--- config.mk ---
export PLATFORM = sky130hd
export DESIGN_NAME = bank_mapper
export DESIGN_NICKNAME = d
export VERILOG_FILES = /design/src/rtl/bank_mapper_pkg.sv /design/src/rtl/bank_mapper_regsel.sv /design/src/rtl/bank_mapper_regfile.sv /design/src/rtl/bank_mapper_prg_map.sv /design/src/rtl/bank_mapper_chr_map.sv /design/src/rtl/bank_mapper.sv
export SDC_FILE = /design/constraint.sdc
export NUM_CORES = 1
export LEC_CHECK = 0
export BUFFER_PORTS_ARGS = -buffer_cell sky130_fd_sc_hd__buf_2
export CAP_MARGIN = 0
export CELL_PAD_IN_SITES_DETAIL_PLACEMENT = 0
export CELL_PAD_IN_SITES_GLOBAL_PLACEMENT = 2
export CORE_AREA = 2 2 101 103
export CTS_BUF_LIST = sky130_fd_sc_hd__clkbuf_4 sky130_fd_sc_hd__clkbuf_8 sky130_fd_sc_hd__clkbuf_16
export CTS_CLUSTER_SIZE = 12
export DETAILED_ROUTE_END_ITERATION = 8
export DIE_AREA = 0 0 103 105
export PLACE_DENSITY_LB_ADDON = 0.1
export SYNTH_ARGS = -nofsm -noshare
export SYNTH_HDL_FRONTEND = slang
export SYNTH_SLANG_ARGS = --single-unit
--- constraint.sdc ---
create_clock -name clk -period 5.8 [get_ports clk]
set_input_delay 1.45 -clock clk [delete_from_list [all_inputs] [get_ports clk]]
set_output_delay 1.45 -clock clk [all_outputs]
set_load 0.1 [all_outputs]
--- src/rtl/bank_mapper_pkg.sv ---
package bank_mapper_pkg;
  localparam int NUM_CHR = 8;

  typedef enum logic [1:0] {
    MIR_VERT   = 2'd0,
    MIR_HORZ   = 2'd1,
    MIR_ONE_LO = 2'd2,
    MIR_ONE_HI = 2'd3
  } mirror_e;

  // Register groups from CPU A14:12 inside $8000-$FFFF
  localparam logic [2:0] GRP_PRG0 = 3'd0;
  localparam logic [2:0] GRP_CTRL = 3'd1;
  localparam logic [2:0] GRP_PRG1 = 3'd2;
  localparam logic [2:0] GRP_CHR0 = 3'd3;
  localparam logic [2:0] GRP_CHR3 = 3'd6;
endpackage

--- src/rtl/bank_mapper_regsel.sv ---
module bank_mapper_regsel #(
  parameter int SEL_LO_BIT  = 2,
  parameter int SEL_HI_BIT  = 3,
  parameter bit LEGACY_OR   = 1'b0,
  parameter int SEL_LO_ALT  = 6,
  parameter int SEL_HI_ALT  = 7
) (
  input  logic [15:0] addr,
  output logic [1:0]  sel
);
  logic unused_addr;
  assign unused_addr = ^addr;

  generate
    if (LEGACY_OR) begin : g_or
      assign sel = {addr[SEL_HI_BIT] | addr[SEL_HI_ALT],
                    addr[SEL_LO_BIT] | addr[SEL_LO_ALT]};
    end else begin : g_direct
      assign sel = {addr[SEL_HI_BIT], addr[SEL_LO_BIT]};
    end
  endgenerate
endmodule

--- src/rtl/bank_mapper_regfile.sv ---
module bank_mapper_regfile
  import bank_mapper_pkg::*;
#(
  parameter bit EXTENDED    = 1'b1,
  parameter bit MIRROR_HACK = 1'b1,
  parameter int PRG_W       = 5,
  parameter int CHR_W       = 8
) (
  input  logic                           clk,
  input  logic                           rst_n,
  input  logic                           wr_en,
  input  logic [2:0]                     grp,
  input  logic [1:0]                     sel,
  input  logic [7:0]                     data,
  output logic [PRG_W-1:0]               prg0_q,
  output logic [PRG_W-1:0]               prg1_q,
  output logic                           swap_q,
  output mirror_e                        mode_q,
  output logic [NUM_CHR-1:0][CHR_W-1:0]  chr_q
);
  localparam int HI_W = CHR_W - 4;

  logic [PRG_W-1:0]              prg0_d, prg1_d;
  logic                          swap_d;
  mirror_e                       mode_d;
  logic [NUM_CHR-1:0][CHR_W-1:0] chr_d;
  logic [2:0]                    grp_off;
  logic [2:0]                    page_idx;

  assign grp_off  = grp - GRP_CHR0;
  assign page_idx = {grp_off[1:0], sel[1]};

  function automatic mirror_e decode_mirror(input logic [7:0] d);
    if (!EXTENDED)                       return mirror_e'({1'b0, d[0]});
    else if (MIRROR_HACK && d == 8'hFF)  return mirror_e'({1'b0, d[0]});
    else                                 return mirror_e'(d[1:0]);
  endfunction

  // next state
  always_comb begin
    prg0_d = prg0_q;
    prg1_d = prg1_q;
    swap_d = swap_q;
    mode_d = mode_q;
    chr_d  = chr_q;
    if (grp == GRP_PRG0) begin
      prg0_d = data[PRG_W-1:0];
    end else if (grp == GRP_PRG1) begin
      prg1_d = data[PRG_W-1:0];
    end else if (grp == GRP_CTRL) begin
      if (!sel[1])       mode_d = decode_mirror(data);
      else if (EXTENDED) swap_d = data[1];
    end else if (grp >= GRP_CHR0 && grp <= GRP_CHR3) begin
      if (!sel[0]) chr_d[page_idx][3:0]       = data[3:0];
      else         chr_d[page_idx][CHR_W-1:4] = data[HI_W-1:0];
    end
  end

  // registers with explicit write enable
  always_ff @(posedge clk or negedge rst_n) begin
    if (!rst_n) begin
      prg0_q <= '0;
      prg1_q <= '0;
      swap_q <= 1'b0;
      mode_q <= MIR_VERT;
      chr_q  <= '0;
    end else if (wr_en) begin
      prg0_q <= prg0_d;
      prg1_q <= prg1_d;
      swap_q <= swap_d;
      mode_q <= mode_d;
      chr_q  <= chr_d;
    end
  end

  // no write strobe, no change
  p_hold_r12: assert property (@(posedge clk) disable iff (!rst_n)
    !wr_en |=> ($stable(prg0_q) && $stable(prg1_q) && $stable(swap_q)
                && $stable(mode_q) && $stable(chr_q)));

  // a full $FF mirroring write never lands in a one-screen mode
  p_ff_refused_r9: assert property (@(posedge clk) disable iff (!rst_n)
    (MIRROR_HACK && wr_en && grp == GRP_CTRL && !sel[1] && data == 8'hFF)
      |=> !mode_q[1]);

  generate
    if (EXTENDED) begin : g_swap_chk
      // swap bit follows data bit 1 of a mode write
      p_swap_load_r3: assert property (@(posedge clk) disable iff (!rst_n)
        (wr_en && grp == GRP_CTRL && sel[1]) |=> swap_q == $past(data[1]));
    end
  endgenerate
endmodule

--- src/rtl/bank_mapper_prg_map.sv ---
module bank_mapper_prg_map #(
  parameter int PRG_W = 5
) (
  input  logic [1:0]       slot,
  input  logic [PRG_W-1:0] prg0,
  input  logic [PRG_W-1:0] prg1,
  input  logic             swap,
  output logic [PRG_W-1:0] bank
);
  localparam logic [PRG_W-1:0] LAST_BANK   = '1;
  localparam logic [PRG_W-1:0] SECOND_LAST = LAST_BANK - 1'b1;

  always_comb begin
    case (slot)
      2'd0:    bank = swap ? SECOND_LAST : prg0;
      2'd1:    bank = prg1;
      2'd2:    bank = swap ? prg0 : SECOND_LAST;
      default: bank = LAST_BANK;
    endcase
  end
endmodule

--- src/rtl/bank_mapper_chr_map.sv ---
module bank_mapper_chr_map
  import bank_mapper_pkg::*;
#(
  parameter int CHR_W     = 8,
  parameter bit CHR_SHIFT = 1'b0
) (
  input  logic [2:0]                    page,
  input  logic                          ppu_a10,
  input  logic                          ppu_a11,
  input  logic [NUM_CHR-1:0][CHR_W-1:0] chr_regs,
  input  mirror_e                       mode,
  output logic [CHR_W-1:0]              chr_bank,
  output logic                          ciram_a10
);
  logic [CHR_W-1:0] raw;
  assign raw = chr_regs[page];

  generate
    if (CHR_SHIFT) begin : g_shift
      assign chr_bank = {1'b0, raw[CHR_W-1:1]};
    end else begin : g_plain
      assign chr_bank = raw;
    end
  endgenerate

  always_comb begin
    case (mode)
      MIR_VERT:   ciram_a10 = ppu_a10;
      MIR_HORZ:   ciram_a10 = ppu_a11;
      MIR_ONE_LO: ciram_a10 = 1'b0;
      default:    ciram_a10 = 1'b1;
    endcase
  end
endmodule

--- src/rtl/bank_mapper.sv ---
module bank_mapper
  import bank_mapper_pkg::*;
#(
  parameter bit EXTENDED    = 1'b1,
  parameter bit MIRROR_HACK = 1'b1,
  parameter bit CHR_SHIFT   = 1'b0,
  parameter bit LEGACY_OR   = 1'b0,
  parameter bit LATCH_EN    = 1'b1,
  parameter int SEL_LO_BIT  = 2,
  parameter int SEL_HI_BIT  = 3,
  parameter int SEL_LO_ALT  = 6,
  parameter int SEL_HI_ALT  = 7,
  parameter int PRG_W       = 5,
  parameter int CHR_W       = 8
) (
  input  logic             clk,
  input  logic             rst_n,
  input  logic [15:0]      cpu_addr,
  input  logic [7:0]       cpu_data,
  input  logic             cpu_wr,
  input  logic             cpu_rd,
  input  logic [13:0]      ppu_addr,
  output logic [PRG_W-1:0] prg_bank,
  output logic [CHR_W-1:0] chr_bank,
  output logic             ciram_a10,
  output logic             wram_ce,
  output logic [10:0]      wram_addr,
  output logic             latch_oe,
  output logic             latch_bit
);
  logic [1:0] rst_pipe;
  logic       rst_int_n;

  // asynchronous assert, synchronous release
  always_ff @(posedge clk or negedge rst_n) begin
    if (!rst_n) rst_pipe <= 2'b00;
    else        rst_pipe <= {rst_pipe[0], 1'b1};
  end
  assign rst_int_n = rst_pipe[1];

  logic                          reg_wr;
  logic                          win_6k;
  logic [1:0]                    sel;
  logic [PRG_W-1:0]              prg0, prg1;
  logic                          swap;
  mirror_e                       mode;
  logic [NUM_CHR-1:0][CHR_W-1:0] chr_regs;
  logic                          unused_top;

  assign reg_wr     = cpu_wr & cpu_addr[15];
  assign win_6k     = (cpu_addr[15:12] == 4'h6);
  assign wram_addr  = cpu_addr[10:0];
  assign unused_top = ^{cpu_rd, ppu_addr[13], ppu_addr[9:0], cpu_addr[11]};

  bank_mapper_regsel #(
    .SEL_LO_BIT(SEL_LO_BIT), .SEL_HI_BIT(SEL_HI_BIT), .LEGACY_OR(LEGACY_OR),
    .SEL_LO_ALT(SEL_LO_ALT), .SEL_HI_ALT(SEL_HI_ALT)
  ) u_regsel (
    .addr(cpu_addr),
    .sel (sel)
  );

  bank_mapper_regfile #(
    .EXTENDED(EXTENDED), .MIRROR_HACK(MIRROR_HACK), .PRG_W(PRG_W), .CHR_W(CHR_W)
  ) u_regfile (
    .clk   (clk),
    .rst_n (rst_int_n),
    .wr_en (reg_wr),
    .grp   (cpu_addr[14:12]),
    .sel   (sel),
    .data  (cpu_data),
    .prg0_q(prg0),
    .prg1_q(prg1),
    .swap_q(swap),
    .mode_q(mode),
    .chr_q (chr_regs)
  );

  bank_mapper_prg_map #(.PRG_W(PRG_W)) u_prg_map (
    .slot(cpu_addr[14:13]),
    .prg0(prg0),
    .prg1(prg1),
    .swap(swap),
    .bank(prg_bank)
  );

  bank_mapper_chr_map #(.CHR_W(CHR_W), .CHR_SHIFT(CHR_SHIFT)) u_chr_map (
    .page     (ppu_addr[12:10]),
    .ppu_a10  (ppu_addr[10]),
    .ppu_a11  (ppu_addr[11]),
    .chr_regs (chr_regs),
    .mode     (mode),
    .chr_bank (chr_bank),
    .ciram_a10(ciram_a10)
  );

  generate
    if (EXTENDED) begin : g_wram
      assign wram_ce   = win_6k;
      assign latch_oe  = 1'b0;
      assign latch_bit = 1'b0;
    end else begin : g_latch
      logic latch_q, latch_d, latch_en;
      assign latch_en = cpu_wr & win_6k;
      assign latch_d  = cpu_data[0];
      always_ff @(posedge clk or negedge rst_int_n) begin
        if (!rst_int_n)    latch_q <= 1'b0;
        else if (latch_en) latch_q <= latch_d;
      end
      assign wram_ce   = 1'b0;
      assign latch_oe  = cpu_rd & win_6k;
      assign latch_bit = LATCH_EN ? latch_q : 1'b0;

      // latch captures data bit 0 of a window write
      p_latch_capture_r11: assert property (@(posedge clk) disable iff (!rst_int_n)
        (LATCH_EN && cpu_wr && win_6k) |=> latch_bit == $past(cpu_data[0]));
    end
  endgenerate

  // top 8 KB window is always the last bank
  p_last_slot_r2: assert property (@(posedge clk) disable iff (!rst_int_n)
    (cpu_addr[15] && cpu_addr[14:13] == 2'd3) |-> prg_bank == '1);

  // one-screen modes pin the nametable bit
  p_onescreen_r7: assert property (@(posedge clk) disable iff (!rst_int_n)
    mode[1] |-> ciram_a10 == mode[0]);
endmodule

Word level (Yosys, flattened, before mapping):

Index checks and enable logic that the tools add are counted.

* add/sub/neg operators: 1
* multipliers: 0
* div/mod/pow operators: 0
* magnitude comparators: 5
* eq/ne operators: 8
* shift-type cells: 0
* multiplexer cells: 14
* bitwise gates (word level): 5
* reductions and logical operators: 10

Operators by type and width (number)
* 64-bit bitwise mux: 2
* 64-bit 2-to-1 mux: 1
* 8-bit demux with 3-bit select: 2
* 8-bit binary-select mux with 3-bit select: 1
* 8-bit 2-to-1 mux: 2
* 5-bit one-hot mux with 3 select lines: 1
* 5-bit AND reduction: 3
* 5-bit 2-to-1 mux: 2
* 8-bit == test (second input constant): 1
* 3-bit by 4-bit < comparator with 1-bit output (second input constant): 2
* 2-bit by 1-bit == test with 1-bit output (second input constant): 2
* 2-bit == test (second input constant): 2
* 4-bit by 3-bit == test with 1-bit output (second input constant): 1
* 2-bit logical NOT: 2
* 4-bit 2-to-1 mux: 1
* 1-bit inverter: 4
* 3-bit by 1-bit == test with 1-bit output (second input constant): 1
* 3-bit by 2-bit == test with 1-bit output (second input constant): 1
* 3-bit by 1-bit greater-or-equal comparator with 1-bit output (second input constant): 1
* 3-bit by 2-bit greater-or-equal comparator with 1-bit output (second input constant): 1
* 3-bit less-or-equal comparator (second input constant): 1
* 3-bit logical NOT: 1
* 1-bit one-hot mux with 3 select lines: 1
* 3-bit AND reduction: 1
* other kinds (5): 6

* flip-flop bits (word level): 79
* bits in latches: 0
* memory bits (writable): 0
* ROM bits: 0
* memories kept: 0

Depth between registers and ports, before layout:

* word-level depth: 7
* gate-level depth with buffers: 5
* mapped depth without buffers: 3

Modules after synthesis:

Synthesis repeated with hierarchy kept, for this count alone.

* cell total of the unflattened synthesis: 275
* area total of the unflattened synthesis: 4027.6 um2

Modules (own cells, without submodules)
* bank_mapper_regfile: instances 1, cells an instance 200, area each 3085.5 um2, seq. area each 1926.8 um2
* bank_mapper_chr_map: instances 1, cells an instance 32, area each 566.8 um2, seq. area each 0.0 um2
* bank_mapper_prg_map: instances 1, cells an instance 22, area each 185.2 um2, seq. area each 0.0 um2
* bank_mapper: instances 1, cells an instance 19, area each 175.2 um2, seq. area each 50.0 um2
* bank_mapper_regsel: instances 1, cells an instance 2, area each 15.0 um2, seq. area each 0.0 um2

Worst setup path before layout:

No wires, ideal clock.

* kind: input port to output port
* from: input cpu_addr[13]
* to: output wram_ce
* data arrival time: 3.951 ns
* data required time: 4.350 ns
* setup slack: 0.399 ns
* stages on the path: 3
* buffers on the path: 1
* cells stage by stage: buf_2 > nand2b_1 > nor3b_1

* word-level cells in the longest chain between the ends: 1

Ends and longest elaborated chain
* start, declared: line bank_mapper.sv:18 `input logic [15:0] cpu_addr,`
* 4-bit by 3-bit == test with 1-bit output: line bank_mapper.sv:51 `assign win_6k = (cpu_addr[15:12] == 4'h6);`
* end, declared: line bank_mapper.sv:26 `output logic wram_ce,`

Every way passes these cells.

Worst setup path in the final report:

* from: input ppu_addr[11]
* to: output chr_bank[3]

* word-level cells in the longest chain between the ends: 2

Ends and longest elaborated chain
* start, declared: line bank_mapper.sv:22 `input logic [13:0] ppu_addr,`
* 8-bit binary-select mux with 3-bit select: line bank_mapper_chr_map.sv:16 `assign raw = chr_regs[page];`
* 8-bit 2-to-1 mux (not written as such): line bank_mapper_chr_map.sv:16
* end, declared: line bank_mapper.sv:24 `output logic [CHR_W-1:0] chr_bank,`

Every way passes these cells. The select of a mux whose other input is x is not followed.

==> reports/metrics.csv <==
metric,value,unit
ys async rst share,100,%
syn avg cell area,14.4,um^2
clock latency on the worst-skew pair,350,ps
area growth from synthesis to layout,9.84,%
"area leader, netlist",dfrtp_1,
f_max,218,MHz
vias in the first global route,2289,
cells after synthesis,265,
drt pass-1 iters,4,
TritonCTS clock tree,yes,
CTS Hold Buffers Added,0,
Final Hold Viols,0,
layout cells sized above 1,54.4,%
Tmin final,4590,ps
n_diodes,0,
number of enable flip-flop cells after synthesis,0,
max_cap viols,0,
crit path max fanout,17,
antenna violation net count after detailed routing,0,
Worst Clk Skew,12.6,ps
most used flip-flop cell after synthesis,dfrtp_1,
Synth Register Bits,79,
Critical Path End Type,primary output,
"leading cell type in the layout, fill and taps excluded",mux2_2,
Worst setup SP type,primary input,
Worst Hold Class,flip-flop to flip-flop,
total congestion overflow,0,
first-pass GRT wire length,12800,um
postcts setup bufs,0,
I/O pin cnt,70,
PD cells,342,nW/um^2
status,completed,
clk root buf,clkbuf_8,
final cell count without fillers,420,
PortBufs,36,
Vias,2165,
clk buf depth,2,
final core occ,43.6,%
clock slew at reported path FFs,90,ps
post-CTS sizing,0,
core area,9640,um^2
FP Rows,36,
worst rel slew slack,33.8,%
DP Area,4000,um^2
top-area cell type share of the netlist area,51.7,%
# placed instances,404,
max-slew violations,0,
Routability Congestion,0.727,
Starting Density,39.7,%
CTS Buf Count,9,
dpl hpwl,5290,um
DP Worst Slack,1160,ps
period utilisation layout,79.1,%
Crit Path Category,primary input to primary output,
top post-synthesis cells by area,"dfrtp_1 52%, mux2_2 24%, mux4_2 9.4%",
die width,103,um
DR vias/cell,5.15,
initial drt markers,53,
crit path DAT,3140,ps
clock sink count,79,
Finished Cell Area,4200,um^2
Die H,105,um
H-Tree Depth,3,
worst-margin pin slew,993,ps
Max VDD drop,148,uV
YS warnings,0,
Yosys cell types,32,
setup ws final,1210,ps
Setup TNS,0,ps
Layout Nets,324,
drt drc,0,
post-synthesis sequential area ratio,51.7,%
Leak,1.95,nW
initial antenna violation count,0,
Netlist Area Pre-Place,3830,um^2
most frequent cells in the layout,"80 x mux2_2, 78 x dfrtp_1, 36 x buf_2, 16 x mux4_2, 10 x clkbuf_8",
RSZ-0062 raised after global routing,false,
largest net degree at the start of global routing,78,
# setup viols final,0,
WP data required,4350,ps
mean routed wirelength per cell,19.0,um
Die ar.,10800,um^2
final WL,7960,um
GRT Util Overall,16.1,%
==> cell type report <==
class	count	area (um^2)
Clock inverter	5	57.6
Fill cell	916	5440
Sequential cell	79	1980
Clock buffer	11	145
Timing Repair Buffer	36	180
Multi-Input combinational cell	153	1660
Inverter	3	11.3
Tap cell	133	166
==> critical path: stages <==
cell and delay (ps):
buf_2 500, mux4_2 590, mux2_2 290, buf_2 300
==> kinds of logic (layout without fill, tap and decap cells) <==
family / after synthesis / after routing / share of synthesized area (%)
DFF: 79 / 79 / 51.7
AOI/OAI and AO/OA: 10 / 10 / 1.83
other: 2 / 3 / 0.196
xor gates and xnor gates: 1 / 1 / 0.229
buffers and inverters: 34 / 55 / 5.00
muxes: 101 / 101 / 34.8
and+or+nand+nor: 38 / 38 / 6.31
==> metal layers <==
layer | vias up | track usage, % | part of all wire, %
met2 | 32 | 25.4 | 49
met3 | 9 | 2.54 | 2.9
met5 | - | 0 | 0
met1 | 1127 | 22.5 | 47
li1 | 997 | - | -
met4 | 0 | 5.17 | 1.3
==> sequential cells by signal, summed over array words and instances, names as in the netlist <==
| signal | cells |
|---|---|
| u_regfile.chr_q | 64 |
| u_regfile.prg0_q | 5 |
| u_regfile.swap_q | 1 |
| u_regfile.mode_q | 2 |
| rst_pipe | 2 |
| u_regfile.prg1_q | 5 |
==> worst paths after layout <==
kind / to / start / slack, ps / depth (start not counted)
max: chr_bank[3] / ppu_addr[11] / 1210 / 4
min: rst_pipe[1] / rst_pipe[0] / 370 / 0
max reg2reg: u_regfile.chr_q[59] / rst_pipe[1] / 4650 / 0
min reg2reg: rst_pipe[1] / rst_pipe[0] / 370 / 0
max in group asynchronous: u_regfile.chr_q[59] / rst_pipe[1] / 4650 / 0
min in group asynchronous: u_regfile.chr_q[54] / rst_pipe[1] / 490 / 0
==> through the flow <==
step                      total power (W)  hold WS [ps]
final                             0.00144           367
after CTS                         0.00145           372
after global placement            0.00103           339
after floorplan                   0.00101           331
after detailed placement          0.00103           352
after global routing              0.00151           377
==> power by group <==
part,leakage (nW),switching (W),internal [W]
Sequential,1.03,0.0000481,0.000630
Clock,0.0950,0.000207,0.000215
Combinational,0.819,0.000217,0.000122
==> cells in the mapped netlist (all sizes together), types with 2 or more instances <==
library cell	number
dfrtp	79
inv	3
buf	21
nand3b	4
o32a	4
o21ai	5
nor2	3
nor3	5
nand3	8
conb	2
nand4	2
nand2	3
nand2b	4
clkbuf	10
nor2b	3
mux4	16
mux2	84
Note: power is estimated with default switching activity, not from simulation.
